File: config.mk
export PLATFORM = sky130hd
export DESIGN_NAME = lag_mac_cell
export DESIGN_NICKNAME = d
export VERILOG_FILES = /design/src/rtl/lag_mac_pkg.sv /design/src/rtl/lag_mult.sv /design/src/rtl/lag_prescale.sv /design/src/rtl/lag_counter.sv /design/src/rtl/lag_mac_cell.sv
export SDC_FILE = /design/constraint.sdc
export NUM_CORES = 1
export LEC_CHECK = 0
export BUFFER_PORTS_ARGS = -buffer_cell sky130_fd_sc_hd__clkbuf_2
export CORE_UTILIZATION = 36
export CTS_CLUSTER_DIAMETER = 100
export DETAILED_ROUTE_END_ITERATION = 10
export PLACE_DENSITY = 0.58
export SYNTH_ARGS = -nofsm -noshare
export SYNTH_HDL_FRONTEND = slang
export SYNTH_SLANG_ARGS = --single-unit
File: constraint.sdc
create_clock -name clk -period 2.3 [get_ports clk]
set_clock_uncertainty 0.2 [all_clocks]
set_input_delay 0.23 -clock clk [delete_from_list [all_inputs] [get_ports clk]]
set_output_delay 0.23 -clock clk [all_outputs]
set_load 0.02 [all_outputs]
File: src/rtl/lag_mac_pkg.sv
package lag_mac_pkg;

    typedef enum logic [1:0] {
        SMP_ZERO = 2'b00,
        SMP_POS  = 2'b01,
        SMP_NEG  = 2'b10,
        SMP_BAD  = 2'b11
    } smp_code_e;

    typedef enum logic [1:0] {
        BP_LOW  = 2'd0,
        BP_MID  = 2'd1,
        BP_HIGH = 2'd2
    } bprod_e;

    typedef struct packed {
        logic nz;
        logic neg;
    } tri_val_t;

    function automatic tri_val_t decode_smp(input logic [1:0] code);
        tri_val_t v;
        case (smp_code_e'(code))
            SMP_POS: v = '{nz: 1'b1, neg: 1'b0};
            SMP_NEG: v = '{nz: 1'b1, neg: 1'b1};
            default: v = '{nz: 1'b0, neg: 1'b0};
        endcase
        return v;
    endfunction

    function automatic bprod_e biased_mul(input tri_val_t x, input tri_val_t y);
        if (!x.nz || !y.nz) return BP_MID;
        return (x.neg ^ y.neg) ? BP_LOW : BP_HIGH;
    endfunction

endpackage

File: src/rtl/lag_mult.sv
module lag_mult
    import lag_mac_pkg::*;
(
    input  logic [1:0] a_code,
    input  logic [1:0] b_code,
    output bprod_e     bprod
);
    tri_val_t a_v;
    tri_val_t b_v;

    always_comb begin
        a_v   = decode_smp(a_code);
        b_v   = decode_smp(b_code);
        bprod = biased_mul(a_v, b_v);
    end
endmodule

File: src/rtl/lag_prescale.sv
module lag_prescale
    import lag_mac_pkg::*;
(
    input  logic   clk,
    input  logic   rst,
    input  logic   clr,
    input  logic   en,
    input  bprod_e bprod,
    output logic   wrap
);
    logic half_q;

    always_comb begin
        wrap = en && ((bprod == BP_HIGH) || ((bprod == BP_MID) && half_q));
    end

    always_ff @(posedge clk) begin
        if (rst || clr) begin
            half_q <= 1'b0;
        end else if (en) begin
            half_q <= half_q ^ (bprod == BP_MID);
        end
    end
endmodule

File: src/rtl/lag_counter.sv
module lag_counter #(
    parameter int CNT_W  = 32,
    parameter int LANE_W = 8
) (
    input  logic             clk,
    input  logic             rst,
    input  logic             clr,
    input  logic             inc,
    input  logic             split,
    output logic [CNT_W-1:0] cnt
);
    localparam int N_LANES = CNT_W / LANE_W;

    logic [N_LANES:0] chain;
    assign chain[0] = inc;

    for (genvar g = 0; g < N_LANES; g++) begin : g_lane
        logic [LANE_W-1:0] lane_q;
        logic              lane_inc;

        assign chain[g+1] = chain[g] & (&lane_q);
        assign lane_inc   = split ? inc : chain[g];
        assign cnt[g*LANE_W +: LANE_W] = lane_q;

        always_ff @(posedge clk) begin
            if (rst || clr) begin
                lane_q <= '0;
            end else if (lane_inc) begin
                lane_q <= lane_q + LANE_W'(1);
            end
        end
    end
endmodule

File: src/rtl/lag_mac_cell.sv
module lag_mac_cell
    import lag_mac_pkg::*;
#(
    parameter int CNT_W  = 32,
    parameter int LANE_W = 8
) (
    input  logic             clk,
    input  logic             rst,
    input  logic [1:0]       a_smp,
    input  logic [1:0]       b_smp,
    input  logic             blank_i,
    input  logic             integ_i,
    input  logic             test_i,
    output logic [CNT_W-1:0] dump_cnt,
    output logic             dump_vld
);
    logic   integ_q;
    logic   start;
    logic   run;
    logic   wrap;
    bprod_e bprod;

    always_comb begin
        start = integ_i && !integ_q;
        run   = integ_i && integ_q && !blank_i;
    end

    always_ff @(posedge clk) begin
        if (rst) begin
            integ_q  <= 1'b0;
            dump_vld <= 1'b0;
        end else begin
            integ_q <= integ_i;
            if (integ_i)      dump_vld <= 1'b0;
            else if (integ_q) dump_vld <= 1'b1;
        end
    end

    lag_mult u_mult (
        .a_code (a_smp),
        .b_code (b_smp),
        .bprod  (bprod)
    );

    lag_prescale u_pre (
        .clk   (clk),
        .rst   (rst),
        .clr   (start),
        .en    (run),
        .bprod (bprod),
        .wrap  (wrap)
    );

    lag_counter #(.CNT_W(CNT_W), .LANE_W(LANE_W)) u_cnt (
        .clk   (clk),
        .rst   (rst),
        .clr   (start),
        .inc   (wrap),
        .split (test_i),
        .cnt   (dump_cnt)
    );
endmodule

== Word-level counts from Yosys, hierarchy flattened ==
Cells that the tools add are included.

* Bits in registers: 35
* Bits of input ports: 9
* Output and inout bits: 33
* Logic and storage cells: 47

* Add/sub/neg operators: 4
* Eq/ne operators: 6
* Muxes and demuxes: 9
* Bitwise operators: 5
* Reduce and logical (&&, ||, !) cells: 16

{| class="wikitable"
|+ Operator list
! kind !! number
|-
| 8-bit by 1-bit adder with 8-bit output, second input constant || 4
|-
| 8-bit AND reduction || 3
|-
| 2-bit case mux with 2 select lines || 2
|-
| 2-bit by 1-bit == test with 1-bit output, second input constant || 3
|-
| 2-bit == test, second input constant || 3
|-
| 2-bit 2-to-1 mux || 3
|-
| 1-bit logical AND || 5
|-
| 1-bit logical NOT || 4
|-
| 1-bit 2-to-1 mux || 4
|-
| 1-bit AND || 3
|-
| 1-bit logical OR || 3
|-
| 2-bit OR reduction || 1
|-
| 1-bit bitwise XOR || 2
|}

== Longest topological paths before layout ==
Gate-level depths: netlist of run 1.

* Word-level depth: 14
* Mapped depth: 8

== By module ==
From an unflattened synthesis of run 1, not the netlist that was laid out.

* Cell total of the unflattened synthesis: 179
* Area, all modules: 1,659.1 sq um

{| class="wikitable"
|+ Modules (own cells, without submodules)
! module !! times used !! cells each !! area each (sq um) !! seq. area each (sq um)
|-
| lag_counter || 1 || 157 || 1,461.4 || 640.6
|-
| lag_prescale || 1 || 7 || 72.6 || 20.0
|-
| lag_mac_cell || 1 || 8 || 71.3 || 40.0
|-
| lag_mult || 1 || 7 || 53.8 || 0.0
|}

== Least setup slack after synthesis of run 1 ==
No wires, ideal clock.

* Kind: register -> register
* Start: register u_cnt.g_lane[0].lane_q[0]
* End: register u_cnt.g_lane[2].lane_q[7]
* Setup time: 70 ps
* Arrival: 2,303 ps
* Path slack: -273 ps
* Stages on the path, launching flop included: 8
* Buffers on the path: 1
* Clock period less this slack: 2,573 ps
* Path through: dfxtp_1 -> ha_1 -> nand3_1 -> o41a_1 -> or3_1 -> buf_6 -> or4_1 -> a21oi_1

* Cells in the longest elaborated chain, start to end: 4

{| class="wikitable"
|+ RTL lines
! item !! line !! source
|-
| start, declared || lag_counter.sv:18 || <nowiki>logic [LANE_W-1:0] lane_q;</nowiki>
|-
| start signal, assigned || lag_counter.sv:29 || <nowiki>lane_q <= lane_q + LANE_W'(1);</nowiki>
|-
| 8-bit AND reduction || lag_counter.sv:21 || <nowiki>assign chain[g+1] = chain[g] & (&lane_q);</nowiki>
|-
| 1-bit AND (2 in a row) || lag_counter.sv:21 ||
|-
| 1-bit 2-to-1 mux || lag_counter.sv:22 || <nowiki>assign lane_inc = split ? inc : chain[g];</nowiki>
|-
| end signal, assigned || lag_counter.sv:29 ||
|-
| end, declared || lag_counter.sv:18 ||
|}

No other way between the ends.
A chain may end at the register's enable or synchronous reset.

== Worst setup path in the final report of run 1 ==
Ends and elaborated chain as after synthesis.

==> results of run 1 <==
power groups by stage:
stage               combinational [uW]  clock (uW)  sequential, uW
finish                            87.4         586             606
global route                      96.6         626             606
CTS                               86.1         594             606
detailed placement                82.8           0             620
global placement                  83.1           0             620
floorplan                         40.8           0             621
worst register-to-register path: stages, from the launching register on:
cell and delay [ps]:
sky130_fd_sc_hd__dfxtp_4 370, sky130_fd_sc_hd__ha_4 150, sky130_fd_sc_hd__nand3_4 80, sky130_fd_sc_hd__o41a_1 430, sky130_fd_sc_hd__or3_4 410, sky130_fd_sc_hd__or4_4 490
sky130_fd_sc_hd__a21oi_2 130
cell type report:
class                      instances  area (um^2)  share of cell area
clock buffer                       6         82.6              0.0332
timing repair buffer              85          541               0.217
tap                               52         65.1              0.0262
sequential                        35          721               0.290
multi-input combinational        148         1020               0.409
inverter                           7         26.3              0.0106
clock inverter                     2         35.0              0.0141
path summary, 6_finish.rpt:
kind / startpoint / to / slack [ps]
worst max-delay path: u_cnt.g_lane[0].lane_q[0] / u_cnt.g_lane[2].lane_q[7] / -40
worst max register to register: u_cnt.g_lane[0].lane_q[0] / u_cnt.g_lane[2].lane_q[7] / -40
worst min-delay path: test_i / u_cnt.g_lane[3].lane_q[2] / 160
worst min register to register: u_cnt.g_lane[3].lane_q[7] / u_cnt.g_lane[3].lane_q[7] / 280
sequential cells by signal (all words and copies together) (netlist names):
signal	count
dump_vld	1
u_cnt.g_lane.lane_q	32
integ_q	1
u_pre.half_q	1
per-stage QoR:
stage	setup WS (ps)	hold WS, ps	power, uW	cells	TNS, ps
after global placement	-87.1	245	703	322	-335
after global routing	-70.3	182	1330	335	-104
after CTS	-26.7	145	1290	332	-26.7
after detailed placement	-118	246	703	322	-501
final	-37.1	158	1280	335	-37.1
after floorplan	-87.9	102	662	198	-102
timing repair:
action                                  in CTS  in global routing
resized for setup                            2                 10
hold buffers                                 2                  0
pin swaps                                    0                  5
endpoints found under the setup margin       5                  8
buffers inserted                             0                  3
endpoints found under the hold margin        2                  0
layer usage:
layer	GRT usage	part of all wire
met5	0	0
met4	0.0622	0.0087
met3	0.0584	0.046
met2	0.293	0.47
met1	0.227	0.47
cells in the final DEF, fill, tap and decap left out, drive strengths merged:
| master | n |
|---|---|
| and3 | 3 |
| dlygate4sd3 | 2 |
| nor3 | 4 |
| nand4 | 3 |
| o31a | 1 |
| xnor2 | 15 |
| a21oi | 14 |
| or3b | 1 |
| ha | 6 |
| a31oi | 3 |
| or3 | 3 |
| nor2b | 1 |
| a21o | 2 |
| o21a | 2 |
| or2 | 2 |
| o41ai | 1 |
| o41a | 1 |
| clkbuf | 47 |
| o31ai | 7 |
| buf | 42 |
| mux2i | 3 |
| nand3 | 14 |
| nand3b | 1 |
| clkinv | 1 |
| nand2 | 11 |
| nor2 | 24 |
| o21ai | 3 |
| xor2 | 1 |
| bufinv | 1 |
| nor4 | 12 |
| a41o | 3 |
| or4 | 7 |
| dfxtp | 35 |
| inv | 7 |
kinds of logic after synthesis:
kind of cell / Yosys count / share of synthesized area
muxes: 3 / 0.0176
adders and majority gates: 6 / 0.0440
AOI/OAI and AO/OA: 37 / 0.146
buffers and inverters: 15 / 0.0374
xor gates and xnor gates: 16 / 0.0821
DFF: 35 / 0.410
and+or+nand+nor: 86 / 0.263
==> results.txt, run 1 <==
The congestion estimate from routability-driven global placement came to 0.814. The number of placement rows is 24. The number of global-route vias before repair is 1597. The first global-routing pass estimated 7.13 mm of wire. Summed over all nets, the half-perimeter wirelength after detailed placement is 3.07 mm. By count the netlist is led by sky130_fd_sc_hd__dfxtp_1 (35), sky130_fd_sc_hd__nor2_1 (24), sky130_fd_sc_hd__xnor2_1 (15), sky130_fd_sc_hd__a21oi_1 (14), sky130_fd_sc_hd__nand3_1 (13). After detailed routing, the number of remaining DRC violations is 0. The clock tree root driver cell is sky130_fd_sc_hd__clkbuf_8. The share of the synthesized area in the top cell type came out at 0.410. The share of the Yosys chip area taken by registers is 0.410. The checks that failed: setup timing. Internal power comes to 994 uW. The kind of end point of the critical path is a flip-flop. The largest fanout on the critical path is 6.

The largest vdd supply drop is 404 uV. The flow ran to the end, but the final reports show violations. The antenna diode count came out at 0. The share of async-settable or async-resettable flops after synthesis is 0. The clock sink total came out at 35. The synthesized design contains 0 enable-type register cells. Traced cell by cell, the critical path runs through ha_4 -> nand3_4 -> o41a_1 -> or3_4 -> or4_4 -> a21oi_2. The initial cell density of the core is 0.384. The filler cells instantiated in the layout total 448. The final critical-path setup slack is -37.1 ps.

The overall die height came out at 70.9 um. Grouping stages by cell kind, the critical path spends the most delay in simple AND/OR/NAND/NOR gates. The minimum period implied by the final worst setup slack came out at 2340 ps.

The number of instances in the synthesized netlist came out at 198. The source-to-sink clock delay at the later pin of the worst-skew pair came out at 290 ps. In this run the standard cell core region covers 0.00444 mm^2. The proportion of power drawn by flip-flops and latches came out at 0.474. After routing the design area is 0.00249 mm^2. The fraction of power spent switching nets is 0.223. Summed over all layers, the global routing overflow is 0. The number of max-capacitance violations reported came out at 0. Setup repair after global routing could not meet its margin everywhere. The global-route usage over all layers came out at 0.181. The end-of-flow core utilization is 0.560. The leakage dissipation is 0.00101 uW. The net switching power of the design came out at 285 uW.

The number of hold-slack violations in the final timing report came out at 0. The worst slew slack as a fraction of its limit came out at 0.560. The synthesized design spends more area on one cell type than any other, namely sky130_fd_sc_hd__dfxtp_1. In this run, CTS created clock tree buffers numbering 5. The timing-limited maximum frequency came out at 428 MHz. Counting cells, the worst reg-to-reg path comes to 6.

The initial antenna violation count was 0. The top flip-flop cell by instance count after synthesis is sky130_fd_sc_hd__dfxtp_1. Dividing total power by cell area gives a power density of 514 mW/mm^2. STA classifies the critical path startpoint as a flip-flop. The maximum level of the CTS H-tree is 2. The number of DRC markers in iteration 0 came out at 108. TritonCTS built the clock tree.

After detailed routing, the average wire length per cell comes to 12.7 um. Using the TritonRoute via totals, the vias-per-cell ratio works out to 5.13. The chip width came out at 70.9 um. The number of buffer and inverter stages on the critical path is 0. After synthesis the cells add up to 0.00171 mm^2. The layout cell share with drive strength beyond 1 is 0.420.

The number of primary I/O pins came out at 42. The critical path in this run is classified as flip-flop to flip-flop. The die area came out at 0.00502 mm^2. The share of the clock period used by the worst path after layout came out at 1.02. The maximum single-stage delay on the critical path is 490 ps. The routed layout has 1719 vias. The yosys synthesis warning count came out at 0. The count of unique library cells instantiated by Yosys is 34. The combinational share of power is 0.068.

By area the synthesized netlist is led by sky130_fd_sc_hd__dfxtp_1 (41%), sky130_fd_sc_hd__xnor2_1 (7.7%), sky130_fd_sc_hd__nor2_1 (5.3%). Entering global routing, the biggest net connects 17 pins. The sum of routed wire length over all layers is 4.25 mm. The type of the tightest min-delay check is input port to flip-flop. In this run the tool buffered the top-level ports with 41 buffer cells. The instance area at placement is 0.00227 mm^2. STA puts the critical path data arrival time at 2360 ps. The clock network power share came out at 0.458. The average instance area after synthesis came out at 8.63 um^2. Clock-pin slew was measured on the worst setup and hold paths at 80 ps. The worst hold path passes through 3 cells.

The final net count came out at 297. At the pin with the least slew margin, the transition time is 660 ps. When the netlist entered floorplanning its net count stood at 213. The detailed-router iteration count before antenna repair came out at 6. Counting flops and latches in the post-synthesis netlist gives 35.

The number of setup violations in the final report is 1. The largest individual stage delay along the critical path comes from the cell sky130_fd_sc_hd__or4_4. From synthesis to final layout, the design area changed by 45.6%. The critical path required time came out at 2320 ps.

The final max-slew violation count is 0. The number of stages on the worst setup path is 6. The worst-case clock buffer depth is 2. Among all cell types in the netlist, the one instantiated most often is sky130_fd_sc_hd__dfxtp_1. The count of nets left with antenna violations once routing finished came out at 0.
Power figures use the tool's default switching activity.
==> run 2: changes to the inputs <==
--- a/config.mk
+++ b/config.mk
@@ -5,11 +5,11 @@
 export SDC_FILE = /design/constraint.sdc
 export NUM_CORES = 1
 export LEC_CHECK = 0
-export BUFFER_PORTS_ARGS = -buffer_cell sky130_fd_sc_hd__clkbuf_2
 export CORE_UTILIZATION = 36
 export CTS_CLUSTER_DIAMETER = 100
 export DETAILED_ROUTE_END_ITERATION = 10
-export PLACE_DENSITY = 0.58
+export DONT_BUFFER_PORTS = 1
+export PLACE_DENSITY = 0.48
 export SYNTH_ARGS = -nofsm -noshare
 export SYNTH_HDL_FRONTEND = slang
 export SYNTH_SLANG_ARGS = --single-unit
==> constraint.sdc (replaced) <==
create_clock -name clk -period 2.8 [get_ports clk]
set_clock_uncertainty 0.2 [all_clocks]
set_input_delay 0.28 -clock clk [delete_from_list [all_inputs] [get_ports clk]]
set_output_delay 0.28 -clock clk [all_outputs]
set_load 0.02 [all_outputs]
==> run 2 against run 1 <==
The run ends with DRC left. Via count is 10% lower. Sequential power shrank 17%. Non-clock buffer count decreased by 59. Total power is 28% lower. Clock power down 38%. Sequential cell count did not move. Critical path depth shrank 1. Final cell count shrank 18%. Largest cell class unchanged. Highest routed layer unchanged.
==> results.txt, run 2 (synthesized netlist as in run 1, its figures left out) <==
The run finished, with violations left. The checks that failed: DRC. The kind of end point of the critical path is a flip-flop. By startpoint and endpoint, the worst setup path is classified as flip-flop to flip-flop. The final global-route overflow total came out at 0. The maximum level of the CTS H-tree came out at 2.

During placement, the flow inserted port buffers numbering 0. The path class of the tightest hold or removal check is input port to flip-flop. For this run, the total global-route usage over all layers was measured as 0.167. The global-route wire length before repair came out at 6.69 mm. The final net count came out at 238. The number of primary I/O pins came out at 42.

The worst setup path is launched from a flip-flop. The clock sink total is 35. Setup repair after global routing left no endpoint under its margin.

The areal power density over the cells came out at 449 mW/mm^2. TritonCTS built the clock tree. The timing-limited maximum frequency came out at 391 MHz. The summed negative setup slack over all endpoints is 0 ps. Of all nets on the critical path, the largest fanout is 8. Entering global routing, the biggest net connects 33 pins. The cell family with the largest share of critical-path delay is simple AND/OR/NAND/NOR gates. The overall die height is 70.9 um. The via count of the routed design came out at 1542. The data arrival time of the critical path is 2570 ps. CTS placed an instance of sky130_fd_sc_hd__clkbuf_8 at the clock tree root. The number of max-capacitance violations reported is 0.

The core outline area is 0.00444 mm^2. The count of nets left with antenna violations once routing finished came out at 0. The detail-routed via count per cell is 5.61.

The minimum period implied by the final worst setup slack is 2560 ps. The floorplan has 24 rows. In this run the static leakage power is 0.000729 uW.

The layout cell share with drive strength beyond 1 is 0.170. Cell internal power was estimated by the tool at 712 uW. The worst slew slack as a fraction of its limit is 0.463.

The post-route DRC violation count came out at 6. The final weighted congestion of routability-driven global placement is 0.741. The number of global-route vias before repair was 1438. The first detailed-routing pass took 7 iterations. In this run the deepest clock path goes through 2 buffers. The number of setup violations in the final report came out at 0. The library cell used most frequently in the layout, excluding fill and tap cells, is sky130_fd_sc_hd__dfxtp_1.

The largest vdd supply drop came out at 233 uV. Traced cell by cell, the critical path runs through nand3_1 -> o41a_1 -> or3_1 -> or4_1 -> a21oi_1. The die area is 0.00502 mm^2.

The initial antenna violation count is 0. Clock-pin slew was measured on the worst setup and hold paths at 70 ps. Summing all placed instances gives a cell area of 0.00192 mm^2. In the layout the commonest cells are sky130_fd_sc_hd__dfxtp_1 (35), sky130_fd_sc_hd__nor2_1 (24), sky130_fd_sc_hd__buf_4 (22), sky130_fd_sc_hd__xnor2_1 (15), sky130_fd_sc_hd__a21oi_1 (14). The number of buffers and inverters on the critical path is 0.

The floorplan step set the die width to 70.9 um. The final max-slew violation count was 0. The routed wirelength normalized by instance count is 14.4 um. The number of antenna diodes in the final layout is 0. The slowest stage of the critical path is the sky130_fd_sc_hd__or4_1 cell. The fraction of power spent switching nets came out at 0.223. The sum of routed wire length over all layers came out at 3.97 mm.

The initial cell density of the core is 0.384. The finished layout cell area came out at 0.00204 mm^2. The maximum single-stage delay on the critical path is 510 ps. The end-of-flow core utilization came out at 0.459. The number of hold-slack violations in the final timing report is 0. The combinational share of power came out at 0.057. Of the total power, registers draw 0.548. The slew of the pin with the lowest slew margin came out at 806 ps.

The share of the clock period used by the worst path after layout came out at 0.913. The growth of design area from synthesis to finish came out at 19.3%. The flip-flop count of the largest register, all copies and words added is 32. For this block, the initial DRC count from the detailed router was 120. The clock reaches the later pin of the worst-skew pair after 280 ps.

The number of buffers created by CTS came out at 5. u_cnt.g_lane.lane_q holds more flip-flops than any other register. The net switching power of the design is 204 uW. The critical path required time is 2810 ps. The HPWL after detailed placement came out at 2.91 mm. The clock network power share came out at 0.395.
run 2: final cells by class:
cell class | count | area [um^2]
clock inverter | 1 | 5.00
tap | 52 | 65.1
fill | 443 | 2410
inverter | 7 | 26.3
multi-input combinational | 148 | 943
timing repair buffer | 26 | 215
clock buffer | 6 | 82.6
sequential | 35 | 701
run 2: final timing paths:
path,slack [ps],from,depth (start not counted),endpoint
setup / recovery,240,u_cnt.g_lane[0].lane_q[7],5,u_cnt.g_lane[2].lane_q[7]
hold / removal,60,rst,2,u_cnt.g_lane[2].lane_q[5]
setup reg to reg,240,u_cnt.g_lane[0].lane_q[7],5,u_cnt.g_lane[2].lane_q[7]
hold reg to reg,300,u_pre.half_q,2,u_pre.half_q
run 2: worst reg2reg max path: cells and delay by family (launching register included):
| kind | cells | cell delay [ps] |
|---|---|---|
| AO/OA/AOI/OAI | 2 | 650 |
| flip-flops | 1 | 480 |
| AND/OR/NAND/NOR | 3 | 1170 |
run 2: power groups by stage:
stage               clock [uW]  combinational (uW)  sequential, uW
floorplan                    0                33.5             513
global placement             0                48.4             513
detailed placement           0                49.9             513
CTS                        374                53.2             501
global route               399                58.6             501
finish                     362                52.4             502
run 2: what timing repair did:
item,in CTS,in global routing
endpoints found under the hold margin,2,0
hold buffers,3,0
setup buffers,0,0
resized for setup,0,0
run 2: stage by stage:
stage	setup WS (ps)	cells	hold WS, ps	power (uW)
after floorplan	227	198	152	546
final	243	275	63.1	916
after global routing	109	275	73.8	958
after global placement	296	265	154	561
after CTS	239	275	61.5	929
after detailed placement	276	265	161	563
run 2: metal layers:
metal / vias up / track usage / share of wire
li1: 774 / - / -
met3: 4 / 0.0556 / 0.064
met4: 0 / 0.0467 / 0.0086
met5: - / 0 / 0
met1: 730 / 0.210 / 0.45
met2: 34 / 0.276 / 0.48
==> run 3: changes to the inputs <==
--- a/config.mk
+++ b/config.mk
@@ -9,7 +9,7 @@
 export CTS_CLUSTER_DIAMETER = 100
 export DETAILED_ROUTE_END_ITERATION = 10
 export DONT_BUFFER_PORTS = 1
-export PLACE_DENSITY = 0.48
 export SYNTH_ARGS = -nofsm -noshare
 export SYNTH_HDL_FRONTEND = slang
+export SYNTH_HIERARCHICAL = 1
 export SYNTH_SLANG_ARGS = --single-unit
==> constraint.sdc (replaced) <==
create_clock -name clk -period 2.8 [get_ports clk]
set_clock_uncertainty 0.2 [all_clocks]
set_input_delay 0.14 -clock clk [delete_from_list [all_inputs] [get_ports clk]]
set_output_delay 0.14 -clock clk [all_outputs]
set_load 0.02 [all_outputs]
==> run 3 against run 2 <==
The flow now finishes without violations. Die area is 2.8% lower. Final area shrank 9.1%. Critical endpoint is now u_cnt/g_lane[3].lane_q[6]. Total power down 0.63%. Global-route usage shrank 2.2 points.
==> results.txt, run 3 <==
The largest fanout on the critical path is 12. The maximum level of the CTS H-tree came out at 2. Across the VDD grid, the largest voltage drop is 194 uV. By area the synthesized netlist is led by sky130_fd_sc_hd__dfxtp_1 (42%), sky130_fd_sc_hd__xor2_1 (9.0%), sky130_fd_sc_hd__nor2_1 (6.3%). The share of the synthesized area in the top cell type is 0.422.

The worst hold path belongs to the class input port to flip-flop. The netlist area before placement is 0.00166 mm^2. The cell-internal power came out at 705 uW. The via count of the routed design came out at 1242. The die area came out at 0.00488 mm^2.

The number of global-route vias before repair came out at 1117. The number of placement rows is 24. The routed wirelength normalized by instance count is 13.7 um. The startpoint identified for the worst register-to-register timing path is u_cnt/g_lane[0].lane_q[1]. The source-to-sink clock delay at the later pin of the worst-skew pair came out at 290 ps.

The finished layout cell area is 0.00185 mm^2. The share of total power dissipated in sequential elements is 0.550. At the worst endpoint, the required time is 2820 ps.

TritonCTS built the clock tree. Summed over all cells, the static leakage comes to 0.000756 uW. The pin count of the biggest net entering global routing is 33. The global-route track usage on met3 came out at 0.0722. The number of instances in the synthesized netlist is 179. The number of buffers created by CTS came out at 5. Tracing the worst setup path back leads to its startpoint at b_smp[0]. The register bank with the most flops is u_cnt/g_lane.lane_q. The number of nets with antenna violations after routing is 0. The sum of routed wire length over all layers is 3.30 mm. The cell depth of the worst flop-to-flop path came out at 6. The global-route usage over all layers is 0.145. The met1 layer usage reported by global route is 0.172. The core outline area is 0.00438 mm^2.

Counting the fill cells in the layout gives 442. The most crowded layer after global routing is met2. The most frequent standard cell in the layout excluding fill and tap cells is sky130_fd_sc_hd__dfxtp_1.

Synthesis inferred 35 register bits. The share of async-settable or async-resettable flops after synthesis came out at 0. The slack of the worst reg-to-reg path is 430 ps.

The clock sink total came out at 35. By count the netlist is led by sky130_fd_sc_hd__dfxtp_1 (35), sky130_fd_sc_hd__nor2_1 (28), sky130_fd_sc_hd__xor2_1 (17), sky130_fd_sc_hd__nand2_1 (13), sky130_fd_sc_hd__nand4_1 (10). The global-route wire length before repair is 5.49 mm.

The startpoint-to-endpoint class of the critical path is input port to flip-flop. The final weighted congestion of routability-driven global placement came out at 0.749. The CTS clock-pin slew for the worst setup and hold paths is 70 ps. The net switching power of the design came out at 206 uW. The average instance area after synthesis came out at 9.27 um^2. The layout cell share with drive strength beyond 1 came out at 0.116. The data arrival time of the critical path came out at 2440 ps.

The post-CTS repair timing setup buffer count is 0. Setup repair after global routing left no endpoint under its margin. The detail-routed via count per cell is 5.15. The fraction of power spent switching nets is 0.226. The areal power density over the cells is 491 mW/mm^2.

The number of setup violations in the final report is 0. The number of enable-type register cells in the synthesized netlist came out at 0. The antenna diode count is 0.

In the layout the commonest cells are sky130_fd_sc_hd__dfxtp_1 (35), sky130_fd_sc_hd__nor2_1 (28), sky130_fd_sc_hd__xor2_1 (17), sky130_fd_sc_hd__nand2_1 (13), sky130_fd_sc_hd__nand4_1 (10). The timing-limited maximum frequency is 412 MHz. The sort of element at the start of the critical path is an input port.

The first TritonRoute pass finished after 4 iterations. In this run the critical register-to-register path is captured at u_cnt/g_lane[3].lane_q[6]. The number of hold buffers added after CTS came out at 3. The initial cell density of the core is 0.378. The tool flagged a number of max-cap violations equal to 0. The end-of-flow core utilization is 0.423.

The combinational share of power came out at 0.033. The flip-flop count of the largest register, all copies and words added came out at 32. In this run, the number of DRC markers left after iteration 0 of detailed routing was 82.

During placement, the flow inserted port buffers numbering 0. The kind of end point of the critical path is a flip-flop. The yosys synthesis warning count came out at 6. The post-route total power came out at 910 uW. The number of resized instances in the post-cts repair step came out at 0. The overall die height came out at 69.9 um. At the pin with the least slew margin, the transition time is 619 ps. In the final design database the tool counted 205 nets.

The final max-slew violation count was 0. The multi-input combinational cell area is 913 um^2. The final global-route overflow total came out at 0. The worst-case clock buffer depth came out at 2. In this run the count of I/O pins placed on the die edge is 42. The HPWL after detailed placement came out at 2.30 mm. Dividing the final minimum period by the clock period gives 0.867. The share of total power dissipated in the clock network is 0.416. The synthesized design spends more area on one cell type than any other, namely sky130_fd_sc_hd__dfxtp_1. The synthesized net count came out at 195. Counting I/O delays and the setup requirement, the final critical path takes 2430 ps.

The most common cell in the synthesized netlist is sky130_fd_sc_hd__dfxtp_1. The number of hold-slack violations in the final timing report is 0. The instance area at placement is 0.00174 mm^2. From left edge to right edge, the die measures 69.9 um. The count of unique library cells instantiated by Yosys came out at 33.

In this run the worst setup path terminates at u_cnt/g_lane[3].lane_q[6]. The post-synthesis sequential area ratio is 0.422. The top flip-flop cell by instance count after synthesis is sky130_fd_sc_hd__dfxtp_1. The summed negative setup slack over all endpoints came out at 0 ps. The area taken by flip-flops and latches came out at 701 um^2.

The root buffer cell chosen for the clock tree is sky130_fd_sc_hd__clkbuf_8. The post-route DRC violation count came out at 0. The run finished with clean final reports. From synthesis to final layout, the design area changed by 11.7%. The worst slew slack as a fraction of its limit came out at 0.584. The met2 demand-to-capacity share in global routing is 0.209. The initial antenna violation count is 0.
run 3: cell count changes after synthesis, moves of 5 or more:
cell                      change
sky130_fd_sc_hd__or3_1        +5
sky130_fd_sc_hd__xor2_1      +16
sky130_fd_sc_hd__a21oi_1      -6
sky130_fd_sc_hd__xnor2_1     -11
sky130_fd_sc_hd__o31ai_1      -7
sky130_fd_sc_hd__or4_1        -7
sky130_fd_sc_hd__o21ai_0      +5
sky130_fd_sc_hd__nand3_1     -10
sky130_fd_sc_hd__nor4_1      -12
sky130_fd_sc_hd__nand4_1      +7
run 3: power by group through the flow:
stage / clock (uW) / sequential (uW) / combinational, uW
6_report: 379 / 501 / 30.5
3_3_place_gp: 0 / 512 / 26.5
4_1_cts: 391 / 501 / 31.0
5_1_grt: 410 / 501 / 33.9
3_5_place_dp: 0 / 512 / 27.7
2_1_floorplan: 0 / 512 / 23.2
run 3: cell families (layout without fill, tap and decap cells):
kind of cell | Yosys count | after routing | share of synthesized area
buffers and inverters | 9 | 19 | 0.0271
muxes | 5 | 5 | 0.0302
DFF | 35 | 35 | 0.422
xor gates and xnor gates | 21 | 21 | 0.111
adders and majority gates | 7 | 7 | 0.0528
AOI/OAI and AO/OA | 20 | 20 | 0.0822
and+or+nand+nor | 82 | 82 | 0.275
run 3: cell type report:
class	instances	area share
clock buffer	6	0.0446
clock inverter	1	0.00270
inverter	3	0.00608
multi-input combinational	135	0.493
sequential	35	0.378
tap	52	0.0351
timing repair buffer	9	0.0405
run 3: worst min-delay path by stage:
stage | start | to | cells after the start
final | test_i | u_cnt/g_lane[3].lane_q[0] | 3
after global routing | test_i | u_cnt/g_lane[3].lane_q[0] | 3
after CTS | test_i | u_cnt/g_lane[3].lane_q[0] | 3
after detailed placement | rst | u_pre/half_q | 1
after global placement | rst | u_pre/half_q | 1
after floorplan | rst | u_pre/half_q | 1
run 3: metrics by stage:
step	cells	setup slack, ps	hold slack [ps]
CTS	241	355	27.9
finish	241	373	29.1
global route	241	166	68.3
floorplan	179	124	10.9
detailed placement	231	52.5	13.7
global placement	231	124	11.9
run 3: layer usage:
metal | vias up | wire length [um]
met5 | - | 0
li1 | 634 | -
met1 | 568 | 1520
met3 | 7 | 268
met4 | 0 | 76
met2 | 33 | 1430
run 3: critical path: stages:
cell,delay (ps)
sky130_fd_sc_hd__inv_1,20
sky130_fd_sc_hd__ha_1,290
sky130_fd_sc_hd__or2_4,260
sky130_fd_sc_hd__nor2_1,130
sky130_fd_sc_hd__nor2b_1,140
sky130_fd_sc_hd__o21a_1,160
sky130_fd_sc_hd__nand4_2,190
sky130_fd_sc_hd__nor4_4,310
sky130_fd_sc_hd__a32oi_2,260
sky130_fd_sc_hd__or3_1,410
sky130_fd_sc_hd__a21oi_1,140
